<file path="config.mk">
export PLATFORM = sky130hd
export DESIGN_NAME = edge_stamp_capture
export DESIGN_NICKNAME = d
export VERILOG_FILES = /design/src/rtl/edge_stamp_pkg.sv /design/src/rtl/es_edge_sync.sv /design/src/rtl/es_ovf_tally.sv /design/src/rtl/es_flag_fsm.sv /design/src/rtl/edge_stamp_capture.sv
export SDC_FILE = /design/constraint.sdc
export NUM_CORES = 1
export LEC_CHECK = 0
export ABC_AREA = 1
export BUFFER_PORTS_ARGS = -buffer_cell sky130_fd_sc_hd__buf_4
export CAP_MARGIN = 10
export CORE_ASPECT_RATIO = 0.75
export CORE_UTILIZATION = 30
export CTS_CLUSTER_DIAMETER = 150
export DETAILED_ROUTE_END_ITERATION = 10
export MAX_ROUTING_LAYER = met4
export SLEW_MARGIN = 20
export SYNTH_ARGS = -nofsm -noshare
export SYNTH_HDL_FRONTEND = slang
export SYNTH_SLANG_ARGS = --single-unit
</file>
<file path="constraint.sdc">
create_clock -name clk -period 1.7 [get_ports clk]
set_input_delay 0.17 -clock clk [delete_from_list [all_inputs] [get_ports clk]]
set_output_delay 0.17 -clock clk [all_outputs]
set_load 0.01 [all_outputs]
</file>
<file path="src/rtl/edge_stamp_pkg.sv">
package edge_stamp_pkg;

    typedef enum logic [1:0] {
        FLG_EMPTY   = 2'd0,
        FLG_FULL    = 2'd1,
        FLG_OVERRUN = 2'd2,
        FLG_STALE   = 2'd3
    } flag_state_e;

    localparam logic [1:0] SEL_NONE = 2'b00;
    localparam logic [1:0] SEL_RISE = 2'b01;
    localparam logic [1:0] SEL_FALL = 2'b10;
    localparam logic [1:0] SEL_BOTH = 2'b11;

endpackage

</file>
<file path="src/rtl/es_edge_sync.sv">
module es_edge_sync #(
    parameter int SYNC_STAGES = 2
) (
    input  logic       clk,
    input  logic       rst_n,
    input  logic       sig_raw,
    input  logic [1:0] edge_sel,
    output logic       edge_hit
);
    logic [SYNC_STAGES-1:0] chain_q;
    logic                   hist_q;
    logic                   sync_lvl;
    logic                   rise_seen;
    logic                   fall_seen;

    generate
        if (SYNC_STAGES == 1) begin : g_single
            always_ff @(posedge clk or negedge rst_n) begin
                if (!rst_n) chain_q <= '0;
                else        chain_q <= sig_raw;
            end
        end else begin : g_multi
            always_ff @(posedge clk or negedge rst_n) begin
                if (!rst_n) chain_q <= '0;
                else        chain_q <= {chain_q[SYNC_STAGES-2:0], sig_raw};
            end
        end
    endgenerate

    assign sync_lvl = chain_q[SYNC_STAGES-1];

    always_ff @(posedge clk or negedge rst_n) begin
        if (!rst_n) hist_q <= 1'b0;
        else        hist_q <= sync_lvl;
    end

    assign rise_seen = sync_lvl & ~hist_q;
    assign fall_seen = ~sync_lvl & hist_q;
    assign edge_hit  = (edge_sel[0] & rise_seen) | (edge_sel[1] & fall_seen);

endmodule

</file>
<file path="src/rtl/es_ovf_tally.sv">
module es_ovf_tally #(
    parameter int OVF_W = 8
) (
    input  logic             clk,
    input  logic             rst_n,
    input  logic             edge_hit,
    input  logic             upd_pulse,
    input  logic             cnt_is_zero,
    output logic [OVF_W-1:0] ovf_latched
);
    localparam logic [OVF_W-1:0] TALLY_MAX = '1;
    localparam logic [OVF_W-1:0] TALLY_ONE = OVF_W'(1);

    logic [OVF_W-1:0] run_q;
    logic [OVF_W-1:0] run_inc;
    logic             wrap_first;

    assign run_inc    = (run_q == TALLY_MAX) ? run_q : run_q + TALLY_ONE;
    assign wrap_first = upd_pulse & cnt_is_zero;

    always_ff @(posedge clk or negedge rst_n) begin
        if (!rst_n) begin
            run_q       <= '0;
            ovf_latched <= '0;
        end else if (edge_hit) begin
            ovf_latched <= wrap_first ? run_inc : run_q;
            run_q       <= (upd_pulse && !cnt_is_zero) ? TALLY_ONE : '0;
        end else if (upd_pulse) begin
            run_q <= run_inc;
        end
    end

endmodule

</file>
<file path="src/rtl/es_flag_fsm.sv">
module es_flag_fsm
    import edge_stamp_pkg::*;
(
    input  logic clk,
    input  logic rst_n,
    input  logic edge_hit,
    input  logic clr_cap,
    input  logic clr_miss,
    output logic cap_flag,
    output logic miss_flag
);
    flag_state_e state_q;
    flag_state_e state_d;

    always_ff @(posedge clk or negedge rst_n) begin
        if (!rst_n) state_q <= FLG_EMPTY;
        else        state_q <= state_d;
    end

    always_comb begin
        state_d = state_q;
        unique case (state_q)
            FLG_EMPTY: begin
                if (edge_hit) state_d = FLG_FULL;
            end
            FLG_FULL: begin
                if (edge_hit)     state_d = FLG_OVERRUN;
                else if (clr_cap) state_d = FLG_EMPTY;
            end
            FLG_OVERRUN: begin
                if (edge_hit)                 state_d = FLG_OVERRUN;
                else if (clr_cap && clr_miss) state_d = FLG_EMPTY;
                else if (clr_cap)             state_d = FLG_STALE;
                else if (clr_miss)            state_d = FLG_FULL;
            end
            FLG_STALE: begin
                if (edge_hit)      state_d = clr_miss ? FLG_FULL : FLG_OVERRUN;
                else if (clr_miss) state_d = FLG_EMPTY;
            end
            default: state_d = FLG_EMPTY;
        endcase
    end

    always_comb begin
        cap_flag  = 1'b0;
        miss_flag = 1'b0;
        unique case (state_q)
            FLG_EMPTY:   ;
            FLG_FULL:    cap_flag = 1'b1;
            FLG_OVERRUN: begin
                cap_flag  = 1'b1;
                miss_flag = 1'b1;
            end
            FLG_STALE:   miss_flag = 1'b1;
            default:     ;
        endcase
    end

endmodule

</file>
<file path="src/rtl/edge_stamp_capture.sv">
module edge_stamp_capture #(
    parameter int CNT_W       = 16,
    parameter int OVF_W       = 8,
    parameter int SYNC_STAGES = 2
) (
    input  logic             clk,
    input  logic             rst_n,
    input  logic             sig_raw,
    input  logic [1:0]       edge_sel,
    input  logic [CNT_W-1:0] cnt_in,
    input  logic             upd_pulse,
    input  logic             clr_cap,
    input  logic             clr_miss,
    output logic [CNT_W-1:0] cap_value,
    output logic [OVF_W-1:0] cap_ovf,
    output logic             cap_flag,
    output logic             miss_flag
);
    logic edge_hit;
    logic cnt_is_zero;

    assign cnt_is_zero = (cnt_in == '0);

    es_edge_sync #(.SYNC_STAGES(SYNC_STAGES)) sync_i (
        .clk      (clk),
        .rst_n    (rst_n),
        .sig_raw  (sig_raw),
        .edge_sel (edge_sel),
        .edge_hit (edge_hit)
    );

    es_ovf_tally #(.OVF_W(OVF_W)) tally_i (
        .clk         (clk),
        .rst_n       (rst_n),
        .edge_hit    (edge_hit),
        .upd_pulse   (upd_pulse),
        .cnt_is_zero (cnt_is_zero),
        .ovf_latched (cap_ovf)
    );

    es_flag_fsm flags_i (
        .clk       (clk),
        .rst_n     (rst_n),
        .edge_hit  (edge_hit),
        .clr_cap   (clr_cap),
        .clr_miss  (clr_miss),
        .cap_flag  (cap_flag),
        .miss_flag (miss_flag)
    );

    always_ff @(posedge clk or negedge rst_n) begin
        if (!rst_n)        cap_value <= '0;
        else if (edge_hit) cap_value <= cnt_in;
    end

endmodule

</file>
After elaboration in Yosys (flattened, before gate mapping). Index checks and enable logic that the tools add are counted.

Register bits after elaboration: 37. Input bits: 24. Output and inout port bits: 26. Word-level logic and storage cells: 50.

Add/sub/neg operators: 1. Eq/ne operators: 8. Muxes and demuxes: 18. Bitwise gates (word level): 8. Reductions and logical operators: 9.

Operators by type and width (count): 8-bit 2-to-1 mux (4); 2-bit 2-to-1 mux (10); 16-bit logical NOT (1); 8-bit by 1-bit adder with 8-bit output (second input constant) (1); 8-bit equality test (second input constant) (1); 2-bit case mux with 4 select lines (1); 3-bit inequality test (second input constant) (2); 1-bit bitwise AND (5); 5-bit by 4-bit inequality test with 1-bit output (second input constant) (1); 2-bit equality test (second input constant) (2); 4-bit AND reduction (1); 2-bit OR reduction (2); 1-bit 2-to-1 mux (3); 2-bit by 1-bit equality test with 1-bit output (second input constant) (1); 1-bit logical AND (2); 2-bit logical NOT (1); 2-bit inequality test (second input constant) (1); 1-bit NOT (2); 2-bit nonzero test (1); 1-bit logical NOT (1); 1-bit OR (1).

Longest topological paths before layout. Gate-level depths: netlist (run 1).

Word-level depth: 6. Gate-level depth with buffers: 10. Mapped depth without buffers: 10.

Hierarchy. From an unflattened synthesis (run 1), not the netlist that was laid out.

Cells, all modules: 246. Area, all modules: 1994.4 µm².

By module, submodules not included: es_ovf_tally (times used 1, cells each 125, area an instance 932.1 µm², sequential area each 400.4 µm²); edge_stamp_capture (times used 1, cells each 74, area an instance 694.4 µm², sequential area each 400.4 µm²); es_flag_fsm (times used 1, cells each 39, area an instance 271.5 µm², sequential area each 50.0 µm²); es_edge_sync (times used 1, cells each 8, area an instance 96.3 µm², sequential area each 75.1 µm²).

Least setup slack after synthesis (run 1). OpenSTA, ideal clock, no wires.

Kind: register -> register. Start: reg tally_i.run_q[0]. End: reg tally_i.ovf_latched[3]. Library setup time: 0.118 ns. Data arrival time: 1.172 ns. Path slack: 0.411 ns. Stages on the path, launching flop included: 10. Clock period less this slack: 1.289 ns. Cell sequence: dfrtp_1 -> ha_1 -> nand2_1 -> inv_2 -> nand2_2 -> nor2_4 -> nor2_1 -> nand2_1 -> nand3_1 -> nand2_1.

Word-level cells in the longest chain between the ends: 3. Elaborated cells on any way between the ends: 4. Those cells by class: add/sub: 1; eq/ne: 1; mux: 2.

RTL lines: start, declared (RTL line es_ovf_tally.sv:14) `logic [OVF_W-1:0] run_q;`; start signal, assigned (RTL line es_ovf_tally.sv:27) `run_q <= (upd_pulse && !cnt_is_zero) ? TALLY_ONE : '0;`; start signal, assigned (RTL line es_ovf_tally.sv:29) `run_q <= run_inc;`; 8-bit by 1-bit adder with 8-bit output / 8-bit equality test (equally long branches) (RTL line es_ovf_tally.sv:18) `assign run_inc = (run_q == TALLY_MAX) ? run_q : run_q + TALLY_ONE;`; 8-bit 2-to-1 mux * (RTL line es_ovf_tally.sv:18); 8-bit 2-to-1 mux * (RTL line es_ovf_tally.sv:26) `ovf_latched <= wrap_first ? run_inc : run_q;`; end signal, assigned (RTL line es_ovf_tally.sv:26); end, declared (RTL line es_ovf_tally.sv:9) `output logic [OVF_W-1:0] ovf_latched`.

Mark *: on every way between the ends. The rest lies on a longest branch, timed or not. A chain may end at the register's enable or synchronous reset.

Worst setup path in the final report (run 1).
Start: reg flags_i.state_q[0]. End: out miss_flag.

Word-level cells in the longest chain between the ends: 3. Elaborated cells on any way between the ends: 4. Those cells by class: eq/ne: 2; mux: 1; reduce/logical: 1.

RTL lines: start, declared (RTL line es_flag_fsm.sv:12) `flag_state_e state_q;`; start signal, assigned (RTL line es_flag_fsm.sv:17) `else state_q <= state_d;`; 2-bit equality test (RTL line es_flag_fsm.sv:47) `unique case (state_q)`; 2-bit OR reduction (no line) *; 1-bit 2-to-1 mux * (RTL line es_flag_fsm.sv:47); end, declared (RTL line edge_stamp_capture.sv:17) `output logic miss_flag`.

Marked as above.

==> results of run 1 <==
worst max-delay path, delay by kind of cell (launching register included):
kind	cells	cell delay [ns]
flops	1	0.38
simple gates	1	0.30
fa+ha+maj	1	0.26
buf+inv	2	0.25
logic make-up (layout without fill, tap and decap cells):
kind of cell / count (synthesis) / count (layout)
AND/OR/NAND/NOR: 156 / 156
buffers and inverters: 27 / 84
adder cells (fa/ha/maj): 6 / 6
flip-flops: 37 / 37
XOR/XNOR: 2 / 2
AO/OA/AOI/OAI: 17 / 17
report_power, final:
group | leakage [nW] | switching [mW] | internal [mW]
Clock | 0.0585 | 0.302 | 0.478
Sequential | 0.475 | 0.0890 | 1.01
Combinational | 0.822 | 0.391 | 0.331
cell usage in the layout (no fill, tap or decap), types with 2 or more instances in the layout:
cell           Yosys  layout
nand3_2            2       2
nand2_2            3       3
o21ai_1            4       4
nor2_2             2       2
dfrtp_1           37      37
buf_4              2      53
nand4_1            2       2
clkbuf_8           0       6
o22ai_2            7       7
dlygate4sd3_1      0       2
ha_1               6       6
nand2_1          108     108
nand3_1           19      19
nor2_1            13      13
xor2_1             2       2
nor2_4             3       3
inv_2              4       4
a21oi_1            2       2
inv_1             16      16
o21ai_0            2       2
metal layers:
layer / part of all wire / vias up / wire length, um / track usage
met5: 0 / - / 0 / -
met4: 0.0060 / 0 / 27 / 0.0249
met3: 0.049 / 5 / 224 / 0.0398
met2: 0.43 / 43 / 1930 / 0.213
met1: 0.52 / 761 / 2350 / 0.198
li1: - / 878 / - / -
synthesized netlist by cell type, drive strengths merged:
cell	count
nand3b	1
nand3	21
or2	2
xor2	2
dfrtp	37
nand4	2
nand2	112
nor2	18
a21oi	3
inv	20
o21ai	7
o22ai	7
clkinv	1
buf	6
ha	6
state kept, by name, indices dropped and copies added, names as in the netlist:
register / cells
tally_i.ovf_latched: 8
sync_i.chain_q: 2
cap_value: 16
sync_i.hist_q: 1
tally_i.run_q: 8
flags_i.state_q: 2
worst min-delay path by stage:
stage               startpoint                to  slack (ns)  depth (start not counted)
CTS                 cnt_in[13]     cap_value[13]        0.08                          3
finish              cnt_in[13]     cap_value[13]        0.09                          3
floorplan                rst_n      cap_value[0]       -0.13                          0
global placement         rst_n  tally_i.run_q[5]        0.17                          1
detailed placement       rst_n  tally_i.run_q[5]        0.17                          1
global route         cnt_in[2]      cap_value[2]        0.09                          3
final cells by class:
| class | count | area [um2] | area share |
|---|---|---|---|
| sequential | 37 | 926 | 0.362 |
| timing repair buffer | 55 | 418 | 0.163 |
| clock inverter | 1 | 30.0 | 0.0117 |
| tap | 81 | 101 | 0.0396 |
| inverter | 21 | 80.1 | 0.0313 |
| clock buffer | 7 | 86.3 | 0.0338 |
| multi-input combinational | 181 | 916 | 0.358 |
timing repair:
item	CTS	global route
hold endpoints to repair	38	0
hold buffers	2	0
resized for setup	0	0
stage by stage:
stage          instances  instance area (um2)  power (mW)
3_5_place_dp         373                 2420        1.83
3_3_place_gp         373                 2420        1.83
6_report             383                 2560        2.60
2_1_floorplan        245                 1970        1.52
5_1_grt              383                 2560        2.77
4_1_cts              383                 2560        2.64
==> flow_summary.rst, run 1 <==
.. list-table::
   :header-rows: 1

   * - Metric
     - Value
   * - Status
     - finished clean
   * - Total standard cell area after synthesis
     - 1970 um2
   * - Buffer count from post-CTS setup fixing
     - 0
   * - Height of the die
     - 72.2 um
   * - Worst hold path type
     - in2reg
   * - Max cap viols
     - 0
   * - Final period util
     - 0.959
   * - Xor-xnor portion of the synthesized cell area
     - 0.00889
   * - Final worst setup slack
     - just over 0.07 ns
   * - Cells along the critical path
     - inv_1 -> ha_1 -> or2_2 -> buf_4
   * - Share of the core filled with cells
     - 0.405
   * - Final Net Count
     - 331
   * - Ant diodes
     - 0
   * - Final TNS setup
     - 0 ns
   * - Syn Inst Count
     - around 250
   * - Arrival time of the worst setup path
     - around 1.5 ns
   * - Vias after detailed routing
     - 1687
   * - Remaining antenna violation count
     - 0
   * - Grt total ovfl
     - 0
   * - FMAX
     - roughly 610 MHz
   * - Number of register bits inferred by synthesis
     - 37
   * - Initial antenna violation count
     - 0
   * - Clk sink count
     - 37
   * - Net count after synthesis
     - ~280
   * - Number of optimization iterations in the first detailed-route pass
     - 4
   * - TritonCTS clock tree
     - yes
   * - Wire length per cell after detailed routing
     - between 10 and 15 um
   * - Power density over the cells
     - 1020 nW/um2
   * - Part of the Yosys area used for sequential elements
     - 0.470
   * - Count of pins on the block boundary
     - 50
   * - Buffer cell driving the clock tree root
     - clkbuf_8
   * - Worst-case hold slack
     - between 0.09 and 0.1 ns
   * - CP max stage delay
     - roughly 0.38 ns
   * - Buffers from clock root to sink, at most
     - 2
   * - Half-perimeter wire length after placement
     - around 3300 um
   * - Total clock buffers created by CTS
     - 5
   * - Largest cells by area after synthesis
     - dfrtp_1 47%, nand2_1 21%, nand3_1 4.8%
   * - Dominant combinational cell family by area after synthesis
     - simple AND/OR/NAND/NOR gates
   * - Cell taking the most area after synthesis
     - dfrtp_1
   * - Register-to-Register Setup Slack
     - ~0.27 ns
   * - Site row count
     - 25
   * - Core ar.
     - approximately 6300 um2
   * - Critical path peak fanout
     - 5
   * - Total global routing track utilization
     - 0.144
   * - Critical path startpoint category
     - flip-flop
   * - Overall routed net length
     - ~4500 um
   * - Mean instance size in the synthesized netlist
     - between 8 and 9 um2
   * - Pin count of the biggest net entering global routing
     - 38
   * - Endpoint of the worst setup timing path
     - miss_flag
   * - Actual transition at the worst max-transition pin
     - between 0.4 and 0.5 ns
   * - Count of yosys warnings during synthesis
     - 0
   * - RSZ-0062 raised after global routing
     - false
   * - Fraction of final layout cells sized beyond drive strength 1
     - 0.285
   * - GPL Wtd Cong
     - between 0.8 and 0.9
   * - Filler cell count in the final layout
     - roughly 660
   * - Vias in the first global route
     - around 1600
   * - Final period demand of the worst path
     - between 1.5 and 2 ns
   * - Pre-CTS setup slack
     - 0.306 ns
   * - Port Buf Inserts
     - between 40 and 50
   * - Crit path capture type
     - output port
   * - Setup violations, final
     - 0
   * - Area share of the leading cell type in the synthesized netlist
     - 0.470
   * - Area fraction in compound gates after synthesis
     - 0.0737
   * - Netlist cell types
     - 27
   * - Clk Latency, worst-skew pair
     - 0.28 ns
   * - Data required, critical path
     - ~1.5 ns
   * - End of the worst register-to-register path
     - tally_i.ovf_latched[4]
   * - Timing startpoint of the critical path
     - flags_i.state_q[0]
   * - Initial detailed-routing violation count
     - 93
   * - H-tree Lvls
     - 2
   * - Portion of netlist area occupied by mux cells
     - 0
   * - Worst max-slew margin expressed relative to the limit
     - 0.685
   * - Initial standard-cell utilization of the core
     - 0.312
   * - Fin. Hold Viols
     - 0
   * - Growth of design area from synthesis to finish
     - 29.9%
   * - Number of design rule violations left after detail routing
     - 0
   * - Die Outline Area
     - 6900 um2
   * - CP Class
     - reg2out
   * - First-pass GRT wire length
     - 7360 um
   * - Slowest cell on crit path
     - dfrtp_1
   * - Static power due to leakage
     - approximately 1.4 nW
   * - CTS clock-pin slew for the worst setup and hold paths
     - ~0.07 ns
   * - Area fraction in and, or, nand and nor cells after synthesis
     - 0.344
   * - Origin of the critical flop-to-flop path
     - tally_i.run_q[0]
   * - Number of cells traversed by the worst register-to-register path
     - 10
   * - Vias per cell
     - 4.40
   * - Final Max Tran Viols
     - 0
   * - Highest ir drop seen on vdd
     - 0.411 mV
   * - Setup Skew
     - roughly 0.0033 ns
   * - Adder-cell share of the synthesized area
     - 0.0381
   * - Die Width
     - between 90 and 100 um
Power figures use the tool's default switching activity.
==> run 2: changes to the inputs <==
Settings changed: SETUP_SLACK_MARGIN set to 0.2.
Clock period 1.7 ns to 2.03 ns, I/O delays scaled along.
==> run 2 against run 1 <==
Effect of this change:
- total power down 16%
- global-route usage down 0.083 points
- critical path depth unchanged
- combinational power down 18%
- sequential share of layout area up 0.21 points
- via count down 0.18%
- non-clock buffer count down 2
- wire length down 3.9%
- design area down 0.59%
- clock power down 15%
- largest power group unchanged
- highest routed layer unchanged
==> flow_summary.rst, run 2 (synthesis gave the netlist of run 1 again) <==
.. list-table::
   :header-rows: 1

   * - Metric
     - Value
   * - HP Start
     - cnt_in[3]
   * - Initial standard-cell utilization of the core
     - 0.312
   * - Setup Skew
     - approximately 0.0028 ns
   * - CP Class
     - reg2out
   * - Setup violations, final
     - 0
   * - Count of pins on the block boundary
     - 50
   * - First-pass GRT wire length
     - slightly above 7000 um
   * - Buffers from clock root to sink, at most
     - 2
   * - Final period demand of the worst path
     - about 1.7 ns
   * - Height of the die
     - between 70 and 80 um
   * - Hold Path Sink
     - cap_value[3]
   * - Site row count
     - 25
   * - Register with the highest flop count
     - cap_value
   * - Pin count of the biggest net entering global routing
     - 38
   * - Actual transition at the worst max-transition pin
     - 0.479 ns
   * - Data required, critical path
     - between 1.5 and 2 ns
   * - Wire length per cell after detailed routing
     - 11.4 um
   * - Fraction of final layout cells sized beyond drive strength 1
     - 0.280
   * - Max cap viols
     - 0
   * - Growth of design area from synthesis to finish
     - 29.1%
   * - Highest ir drop seen on vdd
     - approximately 0.40 mV
   * - Die Outline Area
     - 6900 um2
   * - Max FFs per register
     - 16
   * - FMAX
     - 602 MHz
   * - Status
     - finished clean
   * - Crit path capture type
     - output port
   * - Static power due to leakage
     - 1.35 nW
   * - Clk Latency, worst-skew pair
     - 0.29 ns
   * - Total clock buffers created by CTS
     - 5
   * - Core ar.
     - about 6300 um2
   * - GPL Wtd Cong
     - around 0.78
   * - End of the worst register-to-register path
     - flags_i.state_q[1]
   * - Vias in the first global route
     - ~1600
   * - Arrival time of the worst setup path
     - about 1.5 ns
   * - Buffer cell driving the clock tree root
     - clkbuf_8
   * - Die Width
     - between 90 and 100 um
   * - Final Net Count
     - ~330
   * - Commonest cells after routing, fill and taps aside
     - 108 x nand2_1, 51 x buf_4, 37 x dfrtp_1, 19 x nand3_1, 16 x inv_1
   * - Clk sink count
     - 37
   * - Post-route cell area
     - ~2500 um2
   * - Half-perimeter wire length after placement
     - 3200 um
   * - Number of cells traversed by the worst register-to-register path
     - 6
   * - Biggest registers after layout
     - cap_value x16, tally_i.ovf_latched x8, tally_i.run_q x8
   * - Vias after detailed routing
     - roughly 1700
   * - Initial antenna violation count
     - 0
   * - Worst-case hold slack
     - approximately 0.12 ns
   * - Number of cells on the worst hold path
     - 3
   * - Critical path peak fanout
     - 5
   * - Worst hold path type
     - in2reg
   * - RSZ-0062 raised after global routing
     - false
   * - Ant diodes
     - 0
   * - CTS clock-pin slew for the worst setup and hold paths
     - around 0.070 ns
   * - Origin of the critical flop-to-flop path
     - sync_i.chain_q[1]
   * - Most common library cell in the layout ignoring fill and taps
     - nand2_1
   * - Power density over the cells
     - between 800 and 900 nW/um2
   * - Worst max-slew margin expressed relative to the limit
     - 0.681
   * - Post-detailed-placement cell area
     - approximately 2400 um2
   * - Total global routing track utilization
     - 0.143
   * - Overall routed net length
     - 4350 um
   * - Final TNS setup
     - 0 ns
   * - Number of optimization iterations in the first detailed-route pass
     - 4
   * - Port Buf Inserts
     - between 40 and 50
   * - Number of design rule violations left after detail routing
     - 0
   * - TritonCTS clock tree
     - yes
   * - H-tree Lvls
     - 2
   * - Register-to-Register Setup Slack
     - about 0.54 ns
   * - Critical path startpoint category
     - flip-flop
   * - Grt total ovfl
     - 0
   * - Final period util
     - 0.818
   * - Vias per cell
     - 4.42
   * - Initial detailed-routing violation count
     - 120
   * - Fin. Hold Viols
     - 0
   * - Remaining antenna violation count
     - 0
   * - Final Max Tran Viols
     - 0
   * - Buffer count from post-CTS setup fixing
     - 0
## run 2: power breakdown
group,switching [mW],internal [mW],total [mW]
logic,0.323,0.273,0.595
clock network,0.261,0.400,0.662
registers,0.0732,0.843,0.916
total,0.657,1.52,2.17
## run 2: worst max-delay path, cell delays in order (launching register included)
cell     delay (ns)
dfrtp_1        0.39
inv_1          0.10
ha_1           0.25
or2_2          0.29
buf_4          0.15
## run 2: worst max-delay path by stage
stage | endpoint | slack, ns | cells past startpoint | startpoint
6_report | miss_flag | 0.37 | 4 | flags_i.state_q[0]
3_3_place_gp | tally_i.ovf_latched[5] | 0.62 | 9 | tally_i.run_q[0]
3_5_place_dp | flags_i.state_q[1] | 0.55 | 6 | sync_i.chain_q[1]
2_1_floorplan | tally_i.ovf_latched[3] | 0.74 | 9 | tally_i.run_q[0]
5_1_grt | miss_flag | 0.30 | 4 | flags_i.state_q[0]
4_1_cts | miss_flag | 0.35 | 4 | flags_i.state_q[0]
## run 2: per-layer routing
| metal | part of all wire | vias to the layer above | global-route usage |
|---|---|---|---|
| met5 | 0 | - | - |
| met4 | 0.011 | 0 | 0.0448 |
| met3 | 0.058 | 7 | 0.0388 |
| met2 | 0.43 | 42 | 0.213 |
| met1 | 0.50 | 753 | 0.189 |
| li1 | - | 882 | - |
## run 2: timing repair
| item | CTS | global route |
|---|---|---|
| endpoints found under the hold margin | 37 | 1 |
| hold buffers | 1 | 1 |
| gates resized for setup | 0 | 0 |
## run 2: metrics by stage
| stage | instances | utilization | worst slack (ns) | power [mW] |
|---|---|---|---|---|
| 2_1_floorplan | 245 | - | 0.741 | 1.27 |
| 3_3_place_gp | 371 | 0.381 | 0.623 | 1.52 |
| 3_5_place_dp | 371 | 0.381 | 0.554 | 1.53 |
| 4_1_cts | 380 | 0.401 | 0.346 | 2.21 |
| 5_1_grt | 381 | 0.402 | 0.298 | 2.31 |
| 6_report | 381 | 0.402 | 0.369 | 2.17 |
## run 2: layout make-up
| cell class | instances | area (um2) |
|---|---|---|
| clock buffers | 7 | 86.3 |
| clock inverters | 1 | 30.0 |
| fillers | 665 | 3780 |
| inverters | 21 | 80.1 |
| multi-input cells | 181 | 916 |
| flip-flops and latches | 37 | 926 |
| well taps | 81 | 101 |
| repair buffers | 53 | 403 |
